File: src/rtl/pwr_guard_pkg.sv
package pwr_guard_pkg;

    typedef enum logic [1:0] {
        PG_BATT  = 2'd0,
        PG_PROT  = 2'd1,
        PG_RECOV = 2'd2,
        PG_RUN   = 2'd3
    } pg_state_e;

    typedef struct packed {
        pg_state_e state;
        logic      abort;
    } pg_fsm_t;

    localparam int FLAG_OK   = 0;
    localparam int FLAG_TRIP = 1;
    localparam int FLAG_BAT  = 2;
    localparam int NUM_FLAGS = 3;

endpackage

File: src/rtl/pg_flag_lane.sv
module pg_flag_lane #(
    parameter int   FLT_CYC = 4,
    parameter logic RST_VAL = 1'b0
) (
    input  logic clk_i,
    input  logic rst_ni,
    input  logic raw_i,
    output logic flt_o
);
    localparam int CW = (FLT_CYC < 2) ? 1 : $clog2(FLT_CYC + 1);
    localparam logic [CW-1:0] LIM = CW'(FLT_CYC - 1);

    typedef struct packed {
        logic          s1;
        logic          s2;
        logic          flt;
        logic [CW-1:0] cnt;
    } lane_t;

    lane_t lane_d, lane_q;

    always_comb begin
        lane_d    = lane_q;
        lane_d.s1 = raw_i;
        lane_d.s2 = lane_q.s1;
        if (lane_q.s2 == lane_q.flt) begin
            lane_d.cnt = '0;
        end else if (lane_q.cnt == LIM) begin
            lane_d.flt = lane_q.s2;
            lane_d.cnt = '0;
        end else begin
            lane_d.cnt = lane_q.cnt + 1'b1;
        end
    end

    always_ff @(posedge clk_i or negedge rst_ni) begin
        if (!rst_ni) begin
            lane_q <= '{s1: RST_VAL, s2: RST_VAL, flt: RST_VAL, cnt: '0};
        end else begin
            lane_q <= lane_d;
        end
    end

    assign flt_o = lane_q.flt;

    AST_FLT_TOWARD_SYNC: assert property (@(posedge clk_i) disable iff (!rst_ni)
        !$stable(flt_o) |-> ($past(lane_q.s2) == flt_o));

endmodule

File: src/rtl/pg_flag_bank.sv
module pg_flag_bank #(
    parameter int                NFLAG   = 3,
    parameter int                FLT_CYC = 4,
    parameter logic [NFLAG-1:0]  RST_VEC = '0
) (
    input  logic             clk_i,
    input  logic             rst_ni,
    input  logic [NFLAG-1:0] raw_i,
    output logic [NFLAG-1:0] flt_o
);
    for (genvar g = 0; g < NFLAG; g++) begin : g_lane
        pg_flag_lane #(
            .FLT_CYC (FLT_CYC),
            .RST_VAL (RST_VEC[g])
        ) lane_i (
            .clk_i (clk_i),
            .rst_ni(rst_ni),
            .raw_i (raw_i[g]),
            .flt_o (flt_o[g])
        );
    end

endmodule

File: src/rtl/pg_holdoff.sv
module pg_holdoff #(
    parameter int HOLD_CYC = 500000
) (
    input  logic clk_i,
    input  logic rst_ni,
    input  logic run_i,
    output logic done_o
);
    localparam int HW = (HOLD_CYC < 2) ? 1 : $clog2(HOLD_CYC + 1);
    localparam logic [HW-1:0] LIM = HW'(HOLD_CYC - 1);

    typedef struct packed {
        logic [HW-1:0] cnt;
    } tmr_t;

    tmr_t tmr_d, tmr_q;

    always_comb begin
        tmr_d = tmr_q;
        if (!run_i) begin
            tmr_d.cnt = '0;
        end else if (tmr_q.cnt != LIM) begin
            tmr_d.cnt = tmr_q.cnt + 1'b1;
        end
    end

    always_ff @(posedge clk_i or negedge rst_ni) begin
        if (!rst_ni) begin
            tmr_q <= '0;
        end else begin
            tmr_q <= tmr_d;
        end
    end

    assign done_o = run_i && (tmr_q.cnt == LIM);

    AST_HOLD_RESTART: assert property (@(posedge clk_i) disable iff (!rst_ni)
        !run_i |=> (tmr_q.cnt == '0));

endmodule

File: src/rtl/pwr_guard.sv
module pwr_guard #(
    parameter int FLT_CYC  = 4,
    parameter int HOLD_CYC = 500000
) (
    input  logic clk_i,
    input  logic rst_ni,
    input  logic sup_ok_i,
    input  logic sup_trip_i,
    input  logic sup_bat_i,
    input  logic host_ce_i,
    input  logic host_we_i,
    output logic wr_inhibit_o,
    output logic out_hiz_o,
    output logic bat_sel_o,
    output logic ready_o,
    output logic wr_abort_o,
    output logic mem_sel_o,
    output logic mem_wr_o
);
    import pwr_guard_pkg::*;

    logic [NUM_FLAGS-1:0] raw_flags;
    logic [NUM_FLAGS-1:0] flt_flags;
    logic ok_f, trip_f, bat_f;
    logic hold_done;
    logic supply_good;
    logic wr_live;

    pg_fsm_t fsm_d, fsm_q;

    assign raw_flags[FLAG_OK]   = sup_ok_i;
    assign raw_flags[FLAG_TRIP] = sup_trip_i;
    assign raw_flags[FLAG_BAT]  = sup_bat_i;

    // safe reset view: supply lost, backup in use
    pg_flag_bank #(
        .NFLAG  (NUM_FLAGS),
        .FLT_CYC(FLT_CYC),
        .RST_VEC(3'b110)
    ) flags_i (
        .clk_i (clk_i),
        .rst_ni(rst_ni),
        .raw_i (raw_flags),
        .flt_o (flt_flags)
    );

    assign ok_f   = flt_flags[FLAG_OK];
    assign trip_f = flt_flags[FLAG_TRIP];
    assign bat_f  = flt_flags[FLAG_BAT];
    assign supply_good = ok_f && !trip_f;
    assign wr_live = host_ce_i && host_we_i;

    pg_holdoff #(
        .HOLD_CYC(HOLD_CYC)
    ) hold_i (
        .clk_i (clk_i),
        .rst_ni(rst_ni),
        .run_i (fsm_q.state == PG_RECOV),
        .done_o(hold_done)
    );

    always_comb begin
        fsm_d       = fsm_q;
        fsm_d.abort = 1'b0;
        unique case (fsm_q.state)
            PG_BATT: begin
                if (!bat_f) fsm_d.state = PG_PROT;
            end
            PG_PROT: begin
                if (bat_f)            fsm_d.state = PG_BATT;
                else if (supply_good) fsm_d.state = PG_RECOV;
            end
            PG_RECOV: begin
                if (bat_f)                        fsm_d.state = PG_BATT;
                else if (!supply_good)            fsm_d.state = PG_PROT;
                else if (hold_done && !host_ce_i) fsm_d.state = PG_RUN;
            end
            PG_RUN: begin
                if (bat_f) begin
                    fsm_d.state = PG_BATT;
                    fsm_d.abort = wr_live;
                end else if (!supply_good) begin
                    fsm_d.state = PG_PROT;
                    fsm_d.abort = wr_live;
                end
            end
            default: fsm_d.state = PG_BATT;
        endcase
    end

    always_ff @(posedge clk_i or negedge rst_ni) begin
        if (!rst_ni) begin
            fsm_q <= '{state: PG_BATT, abort: 1'b0};
        end else begin
            fsm_q <= fsm_d;
        end
    end

    assign ready_o      = (fsm_q.state == PG_RUN);
    assign wr_inhibit_o = !ready_o;
    assign out_hiz_o    = !ready_o;
    assign bat_sel_o    = (fsm_q.state == PG_BATT);
    assign wr_abort_o   = fsm_q.abort;
    assign mem_sel_o    = ready_o && host_ce_i;
    assign mem_wr_o     = ready_o && wr_live;

    AST_BAT_FOLLOWS_FLAG: assert property (@(posedge clk_i) disable iff (!rst_ni)
        bat_f |=> bat_sel_o);

    AST_TRIP_ENDS_RUN: assert property (@(posedge clk_i) disable iff (!rst_ni)
        (ready_o && trip_f) |=> !ready_o);

    AST_RUN_NEEDS_GOOD: assert property (@(posedge clk_i) disable iff (!rst_ni)
        $rose(ready_o) |-> $past(ok_f && !trip_f && !bat_f));

    AST_RUN_AFTER_HOLD: assert property (@(posedge clk_i) disable iff (!rst_ni)
        $rose(ready_o) |-> $past(hold_done));

    AST_RUN_CE_IDLE: assert property (@(posedge clk_i) disable iff (!rst_ni)
        $rose(ready_o) |-> $past(!host_ce_i));

    AST_ABORT_CAUSE: assert property (@(posedge clk_i) disable iff (!rst_ni)
        wr_abort_o |-> $past(ready_o && host_ce_i && host_we_i));

    AST_ABORT_PULSE: assert property (@(posedge clk_i) disable iff (!rst_ni)
        wr_abort_o |=> !wr_abort_o);

endmodule

File: config.mk
export PLATFORM = sky130hd
export DESIGN_NAME = pwr_guard
export DESIGN_NICKNAME = d
export VERILOG_FILES = /design/src/rtl/pwr_guard_pkg.sv /design/src/rtl/pg_flag_lane.sv /design/src/rtl/pg_flag_bank.sv /design/src/rtl/pg_holdoff.sv /design/src/rtl/pwr_guard.sv
export SDC_FILE = /design/constraint.sdc
export NUM_CORES = 1
export LEC_CHECK = 0
export BUFFER_PORTS_ARGS = -buffer_cell sky130_fd_sc_hd__buf_2
export CAP_MARGIN = 30
export CORE_MARGIN = 1.5
export CORE_UTILIZATION = 56
export CTS_CLUSTER_DIAMETER = 30
export CTS_CLUSTER_SIZE = 30
export DETAILED_ROUTE_END_ITERATION = 10
export HOLD_SLACK_MARGIN = 0.15
export PLACE_DENSITY_LB_ADDON = 0.08
export SLEW_MARGIN = 20
export SYNTH_ARGS = -nofsm -noshare
export SYNTH_HDL_FRONTEND = slang
export SYNTH_SLANG_ARGS = --single-unit
File: constraint.sdc
create_clock -name clk_i -period 3.4 [get_ports clk_i]
set_input_delay 0.51 -clock clk_i [delete_from_list [all_inputs] [get_ports clk_i]]
set_output_delay 0.51 -clock clk_i [all_outputs]
set_load 0.03 [all_outputs]
==> results of run 1 <==
[Yosys cell counts (2+ instances only)]
cell type and n:
nor4_1 2, mux2i_1 6, a21boi_1 2, nand2_1 16
nand3_2 2, nor3_1 8, nor2b_1 6, xnor2_1 7
and3_1 3, buf_6 3, nor2_1 12, xor2_1 3
inv_1 2, nand3b_1 2, nor4_2 4, nand3_1 4
nand4_1 8, dfstp_2 6, and4_1 2, nand2b_1 8
mux2_2 3, dfrtp_1 34, a21oi_1 3, nor3b_1 6
ha_1 4, a211oi_2 2
[timing repair]
| item | in CTS | in global routing |
|---|---|---|
| setup endpoints to repair | 0 | 0 |
| endpoints found under the hold margin | 0 | 7 |
| hold buffers | 0 | 1 |
[metal layers]
metal  GRT usage  vias up  share of wire
met5           0        -              0
met4      0.0790        0          0.011
met3      0.0683        4          0.043
met2       0.338       36           0.50
met1       0.239      658           0.45
li1            -      646              -
[state kept, by name, indices dropped and copies added, names as in the netlist]
register	flops
wr_abort_o	1
flags_i.g_lane.lane_i.flt_o	3
flags_i.g_lane.lane_i.lane_q	12
flags_i.g_lane.lane_i.lane_d	3
fsm_q	2
hold_i.tmr_q	19
[final cells by class]
type / instances / share of cell area
Timing Repair Buffer: 15 / 0.0448
Sequential cell: 40 / 0.475
Inverter: 2 / 0.00354
Clock buffer: 5 / 0.0177
Clock inverter: 3 / 0.0200
Multi-Input combinational cell: 126 / 0.412
Tap cell: 46 / 0.0271
[through the flow]
stage	hold slack [ns]	std cells
2_1_floorplan	0.214	174
3_3_place_gp	0.337	227
3_5_place_dp	0.336	227
4_1_cts	0.230	235
5_1_grt	0.219	237
6_report	0.249	237
[final timing paths]
kind,start,to,cells past startpoint
min in group asynchronous,rst_ni,flags_i.g_lane[0].lane_i.lane_q[4],2
worst min-delay path,sup_trip_i,flags_i.g_lane[1].lane_i.lane_d[4],1
worst max register to register,hold_i.tmr_q[0],hold_i.tmr_q[14],5
worst min register to register,flags_i.g_lane[1].lane_i.lane_d[4],flags_i.g_lane[1].lane_i.lane_q[4],0
worst max-delay path,hold_i.tmr_q[0],hold_i.tmr_q[14],5
max in group asynchronous,rst_ni,flags_i.g_lane[2].lane_i.lane_d[4],3
[worst max-delay path, stage by stage (launching register included)]
cell	delay, ns
dfrtp_1	0.43
ha_1	0.27
and4_1	0.38
nand2_1	0.18
nor4_2	0.34
mux2i_1	0.24
[cells by family (layout without fill, tap and decap cells)]
| logic type | after synthesis | after routing |
|---|---|---|
| AOI/OAI and AO/OA | 15 | 15 |
| xor gates and xnor gates | 10 | 10 |
| adders and majority gates | 4 | 4 |
| buffers and inverters | 8 | 25 |
| DFF | 40 | 40 |
| muxes | 9 | 9 |
| and+or+nand+nor | 88 | 88 |
[power groups by stage]
stage | clock network [W] | registers [W] | logic (W)
after floorplan | 0 | 0.000597 | 0.000188
after global placement | 0 | 0.000605 | 0.000232
after detailed placement | 0 | 0.000608 | 0.000245
after CTS | 0.000320 | 0.000599 | 0.000245
after global routing | 0.000336 | 0.000608 | 0.000278
final | 0.000305 | 0.000598 | 0.000246
==> results.toml, run 1 <==
[final_layout]
n_antenna_cell = 0
syn2layout_area_growth_pct = 9.63
drive_above_1_share = 0.236
multiInputGateArea_sq_um = 873
final_area_sq_um = 2120
regArea_sq_um = 1010
final_cell_mix = "34 x dfrtp_1, 16 x nand2_1, 13 x buf_2"
final_common_cell = "dfrtp_1"
nFillCells = 270
final_nets = 201
final_util = 0.636

[clocking]
cts_setup_buffers = 0
clk_pin_slew_ns = 0.12
htreeDepth = 2
numCtsBuffers = 5
cts_resized = 0
ctsLongestPathBuffers = 2
clockRootBuffer = "clkbuf_4"
clk_latency_ns = 0.35
cts_tree = "built"
clock-sinks = 40

[timing]
hold_viol = 0
fin_ws_ns = 1.48
post-route-period-util = 0.564
finalMaxSlewViolations = 0
rsz0062_at_grt = "no"
max_freq_mhz = 521
period_minus_slack_ns = 1.92
tightest_slew_ns = 0.630
maxSlewHeadroom = 0.578
setup-violations-final = 0
finalSetupTns_ns = 0
clock_skew_ns = 0.00534

[logic_synthesis]
synth_cell_types = 42
synth_compound_area_frac = 0.0608
yosys.area_share.adder = 0.0259
synth_top_area_cell = "dfrtp_1"
synth_xor_area_frac = 0.0452
synth_warnings = 0
synth-edff-count = 0
synth_mux_area_frac = 0.0485
synth_area_sq_um = 1940
synth_area_leaders = "dfrtp_1 44%, dfstp_2 8.1%, xnor2_1 3.2%, mux2i_1 3.1%, nand2_1 3.1%"
seq_area_frac_synth = 0.521
syn-num-nets = 185
ys.flop_type = "dfrtp_1"
async_flop_share = 1.00
synth_top_family_by_area = "simple AND/OR/NAND/NOR gates"
syn_inst = 174
synth-simple-area-share = 0.270
yosys_register_bits = 40
yosysTopAreaCellShare = 0.440
avgSynthCellArea_sq_um = 11.1

[worst_setup_path]
r2r_slack_ns = 1.48
worst_setup_path_end_kind = "flip-flop"
worstSetupStartpointType = "flip-flop"
crit_fanout = 7
crit_arrival_ns = 2.19
path_class = "reg -> reg"
crit_required_ns = 3.67

[drt]
post_drt_wl_per_cell_um = 14.2
ant_nets = 0
via_per_inst = 5.67
vias = 1344
drtIter0Drc = 47
drc = 0
wl_um = 3360
drtPass1Iterations = 4

[pwr]
power_frac_clock = 0.265
swShare = 0.296
pwr-share-comb = 0.214
p_int_w = 0.000809
power_w = 0.00115
p_seq_frac = 0.521
p_sw_w = 0.000341
leakagePower_nw = 0.867
powerDensity_nw_per_um2 = 542
irDropWorstVdd_v = 0.000221

[grt]
grt_start_max_net_pins = 41
overflow = 0
grt_usage = 0.202
grt_pass1_vias = 1205
grt_first_pass_wirelength_um = 5490
antenna_found_initial = 0

[run]
cap_viol_max_count = 0

[die]
core_region_area_sq_um = 3340
fp-row-count = 21
die_y_um = 61.8
io_pins = 14
die_w_um = 61.8
die-area_sq_um = 3820
start_util = 0.580

[placed_design]
gp_congestion = 0.864
port-buffer-count = 13
dpl_cell_area_sq_um = 2010
dpl.hpwl_um = 2360
dp_slack_ns = 1.54

[status]
status = "finished, final reports clean"

[worst_hold_path]
hp-class = "in -> reg"
Power figures use the tool's default switching activity.
==> inputs of run 2 (changes only) <==
==> constraint.sdc (replaced) <==
create_clock -name clk_i -period 1.8 [get_ports clk_i]
set_input_delay 0.27 -clock clk_i [delete_from_list [all_inputs] [get_ports clk_i]]
set_output_delay 0.27 -clock clk_i [all_outputs]
set_load 0.03 [all_outputs]
==> results.toml, run 2 (synthesis results as in run 1) <==
[pwr]
powerDensity_nw_per_um2 = 943
leakagePower_nw = 0.913
irDropWorstVdd_v = 0.000390

[worst_setup_path]
worstSetupStartpointType = "flip-flop"
path_class = "reg -> reg"
crit_arrival_ns = 1.98
crit_required_ns = 2.07
worst_setup_path_end_kind = "flip-flop"
crit_fanout = 7

[timing]
rsz0062_at_grt = "no"
period_minus_slack_ns = 1.71
post-route-period-util = 0.950
setup-violations-final = 0
hold_viol = 0
tightest_slew_ns = 0.343
finalSetupTns_ns = 0
finalHoldWorstSlack_ns = 0.289
clock_skew_ns = 0.0145
maxSlewHeadroom = 0.771
finalMaxSlewViolations = 0
max_freq_mhz = 585

[final_layout]
top_register = "hold_i.tmr_q"
syn2layout_area_growth_pct = 13.0
final_nets = 211
reg.largest.list = "hold_i.tmr_q x19, flags_i.g_lane.lane_i.lane_q x12"
final_common_cell = "dfrtp_1"
largest_reg_flops = 19
final_cell_mix = "34 x dfrtp_1, 16 x nand2_1, 13 x buf_2"
n_antenna_cell = 0
drive_above_1_share = 0.269

[grt]
grt_start_max_net_pins = 41
antenna_found_initial = 0
grt_first_pass_wirelength_um = 5870
grt_usage = 0.210
grt_pass1_vias = 1305
overflow = 0

[clocking]
clk_latency_ns = 0.34
htreeDepth = 2
clk_pin_slew_ns = 0.12
clock-sinks = 40
numCtsBuffers = 5
ctsLongestPathBuffers = 2
clockRootBuffer = "clkbuf_4"
cts_tree = "built"

[drt]
drtPass1Iterations = 4
post_drt_wl_per_cell_um = 14.3
ant_nets = 0
vias = 1386
via_per_inst = 5.61
drc = 0
drtIter0Drc = 72
wl_um = 3540

[die]
core_region_area_sq_um = 3340
die-area_sq_um = 3820
fp-row-count = 21
die_w_um = 61.8
die_y_um = 61.8
start_util = 0.580
io_pins = 14

[placed_design]
dpl.hpwl_um = 2570
gp_congestion = 0.847
port-buffer-count = 13

[run]
cap_viol_max_count = 0

[status]
status = "finished, final reports clean"

[worst_hold_path]
hp-class = "in -> reg"
run 2: changes by cell type in the layout (fill, tap and decap cells not counted), sizes merged:
cell / delta
buf: +7
bufinv: -1
clkinv: +2
clkinvlp: -1
dlygate4sd3: +3
run 2: repair_timing:
action	CTS	global route
gates resized for setup	1	2
hold buffers	4	0
endpoints found under the setup margin	1	8
pin swaps	0	1
endpoints found under the hold margin	43	0
buffers inserted	0	1
run 2: critical path, stage by stage, from the launching register on:
cell and delay, ns:
dfrtp_1 0.41, ha_1 0.19, and4_2 0.33, nand2_1 0.17, nor4_2 0.33, mux2i_1 0.21
run 2: final cells by class:
type                            count  area, sq um
Clock buffer                        5         37.5
Clock inverter                      3         18.8
Fill cell                         278         1150
Inverter                            2         7.51
Multi-Input combinational cell    126          880
Sequential cell                    40         1010
Tap cell                           46         57.6
Timing Repair Buffer               25          178
run 2: per-layer routing:
| layer | track usage | share of wire | vias up |
|---|---|---|---|
| met5 | 0 | 0 | - |
| met4 | 0.0699 | 0.010 | 0 |
| met3 | 0.0538 | 0.039 | 4 |
| met2 | 0.353 | 0.51 | 33 |
| met1 | 0.264 | 0.44 | 684 |
| li1 | - | - | 665 |
run 2: where the power goes:
group          total, W  internal (W)  switching (W)  leakage [nW]
Clock          0.000437      0.000150       0.000287        0.0349
Sequential      0.00113       0.00104      0.0000941         0.522
Combinational  0.000493      0.000221       0.000272         0.356
run 2: final timing paths:
| check | from | end | slack [ns] | depth (start not counted) |
|---|---|---|---|---|
| min | host_we_i | wr_abort_o | 0.29 | 3 |
| min reg2reg | flags_i.g_lane[0].lane_i.lane_d[4] | flags_i.g_lane[0].lane_i.lane_q[4] | 0.36 | 0 |
| max reg2reg | hold_i.tmr_q[1] | hold_i.tmr_q[14] | 0.09 | 5 |
| max | hold_i.tmr_q[1] | hold_i.tmr_q[14] | 0.09 | 5 |
| min in group asynchronous | rst_ni | flags_i.g_lane[0].lane_i.lane_q[4] | 0.40 | 3 |
| max in group asynchronous | rst_ni | flags_i.g_lane[2].lane_i.lane_d[4] | 1.13 | 3 |
run 2: stage by stage:
step,cell area [sq um],total power (W),worst slack [ns],cells,util
floorplan,1940,0.00148,0.0729,174,-
global placement,2070,0.00159,0.118,234,0.622
detailed placement,2070,0.00164,0.0222,234,0.622
CTS,2170,0.00208,0.0387,246,0.651
global route,2190,0.00220,0.0305,247,0.655
finish,2190,0.00206,0.0905,247,0.655
==> inputs of run 3 (changes only) <==
--- a/config.mk
+++ b/config.mk
@@ -14,6 +14,7 @@
 export DETAILED_ROUTE_END_ITERATION = 10
 export HOLD_SLACK_MARGIN = 0.15
 export PLACE_DENSITY_LB_ADDON = 0.08
+export REMOVE_ABC_BUFFERS = 1
 export SLEW_MARGIN = 20
 export SYNTH_ARGS = -nofsm -noshare
 export SYNTH_HDL_FRONTEND = slang
==> results.toml, run 3 (synthesis results as in run 1) <==
[drt]
vias = 1399
drtIter0Drc = 81
wl_met2_um = 1790
top_layer_used = "met4"
via_per_inst = 5.69
post_drt_wl_per_cell_um = 14.5
wl_um = 3560
met3WireLength_um = 170
ant_nets = 0
drc = 0
drtPass1Iterations = 4
met1_length_um = 1540

[timing]
max_freq_mhz = 580
tightest_slew_ns = 0.458
maxSlewHeadroom = 0.695
hold_viol = 0
period_minus_slack_ns = 1.72
post-route-period-util = 0.958
setup-violations-final = 0
clock_skew_ns = 0.00346
finalMaxSlewViolations = 0

[final_layout]
nFillCells = 273
stdcell_count = 246
regArea_sq_um = 1010
reg.largest.list = "hold_i.tmr_q x19, flags_i.g_lane.lane_i.lane_q x12"
multiInputGateArea_sq_um = 880
final_nets = 211
top_register = "hold_i.tmr_q"
largest_reg_flops = 19
drive_above_1_share = 0.265
final_cell_mix = "34 x dfrtp_1, 16 x nand2_1, 13 x buf_2"
final_common_cell = "dfrtp_1"
syn2layout_area_growth_pct = 15.1
n_antenna_cell = 0

[pwr]
powerDensity_nw_per_um2 = 1040
power_w = 0.00232
leakagePower_nw = 0.929
irDropWorstVdd_v = 0.000494

[worst_setup_path]
crit_fanout = 7
crit_arrival_ns = 2.00
r2r_start = "hold_i.tmr_q[1]"
worst_setup_path_end_kind = "flip-flop"
path_class = "reg -> reg"
crit_required_ns = 2.07
crit_start = "hold_i.tmr_q[1]"
worstSetupStartpointType = "flip-flop"

[die]
core_region_area_sq_um = 3340
die-area_sq_um = 3820
fp-row-count = 21
die_w_um = 61.8
start_util = 0.580
io_pins = 14
die_y_um = 61.8

[placed_design]
dp_cells = 233
gp_congestion = 0.877
port-buffer-count = 13
dpl.hpwl_um = 2490

[clocking]
numCtsBuffers = 5
htreeDepth = 2
clockRootBuffer = "clkbuf_4"
ctsLongestPathBuffers = 2
clock-sinks = 40
clk_pin_slew_ns = 0.11
cts_tree = "built"
clk_latency_ns = 0.34

[grt]
antenna_found_initial = 0
grt_start_max_net_pins = 22
grt_usage = 0.206
overflow = 0
grt_pass1_vias = 1268
grt_first_pass_wirelength_um = 5680

[worst_hold_path]
hp-class = "in -> reg"
hold_path.startpoint = "host_we_i"

[status]
status = "finished, final reports clean"

[run]
cap_viol_max_count = 0
[run 3: final cells by class]
cell class              instances  area share
flip-flops and latches         40       0.453
multi-input cells             126       0.395
repair buffers                 25      0.0797
clock inverters                 2      0.0270
well taps                      46      0.0258
clock buffers                   5      0.0168
inverters                       2     0.00337
[run 3: final timing paths]
check / end / cells past startpoint / slack (ns)
worst max-delay path: hold_i.tmr_q[12] / 5 / 0.08
worst min-delay path: wr_abort_o / 3 / 0.27
worst max register to register: hold_i.tmr_q[12] / 5 / 0.08
worst min register to register: flags_i.g_lane[2].lane_i.lane_q[4] / 0 / 0.36
max in group asynchronous: flags_i.g_lane[2].lane_i.lane_d[4] / 3 / 0.86
min in group asynchronous: flags_i.g_lane[1].lane_i.lane_q[2] / 2 / 0.39
[run 3: critical path, cell delays in order, from the launching register on]
cell and delay (ns):
dfrtp_1 0.41, ha_1 0.19, and4_2 0.33, nand2_1 0.16
nor4_2 0.35, mux2i_1 0.22
[run 3: through the flow]
stage / worst slack, ns / TNS [ns] / hold slack, ns / utilization / area (sq um)
2_1_floorplan: 0.169 / 0 / -0.0256 / - / 1890
3_3_place_gp: 0.103 / 0 / 0.238 / 0.619 / 2070
3_5_place_dp: 0.0580 / 0 / 0.246 / 0.619 / 2070
4_1_cts: 0.0286 / 0 / 0.262 / 0.661 / 2200
5_1_grt: -0.0291 / -0.0291 / 0.283 / 0.668 / 2230
6_report: 0.0761 / 0 / 0.270 / 0.668 / 2230
[run 3: power breakdown]
part           switching [W]  total [W]  internal [W]
Sequential         0.0000915    0.00113       0.00104
Combinational       0.000266   0.000485      0.000219
Clock               0.000280   0.000705      0.000425
Total               0.000637    0.00232       0.00168
[run 3: layer usage]
layer  vias up  GRT usage
met5         -          0
met1       689      0.262
li1        665          -
met2        38      0.344
met3         7     0.0497
met4         0     0.0699
[run 3: timing repair]
item | in CTS | in global routing
hold endpoints to repair | 19 | 0
endpoints found under the setup margin | 0 | 8
hold buffers | 4 | 0
setup buffers | 0 | 2
resized for setup | 0 | 3
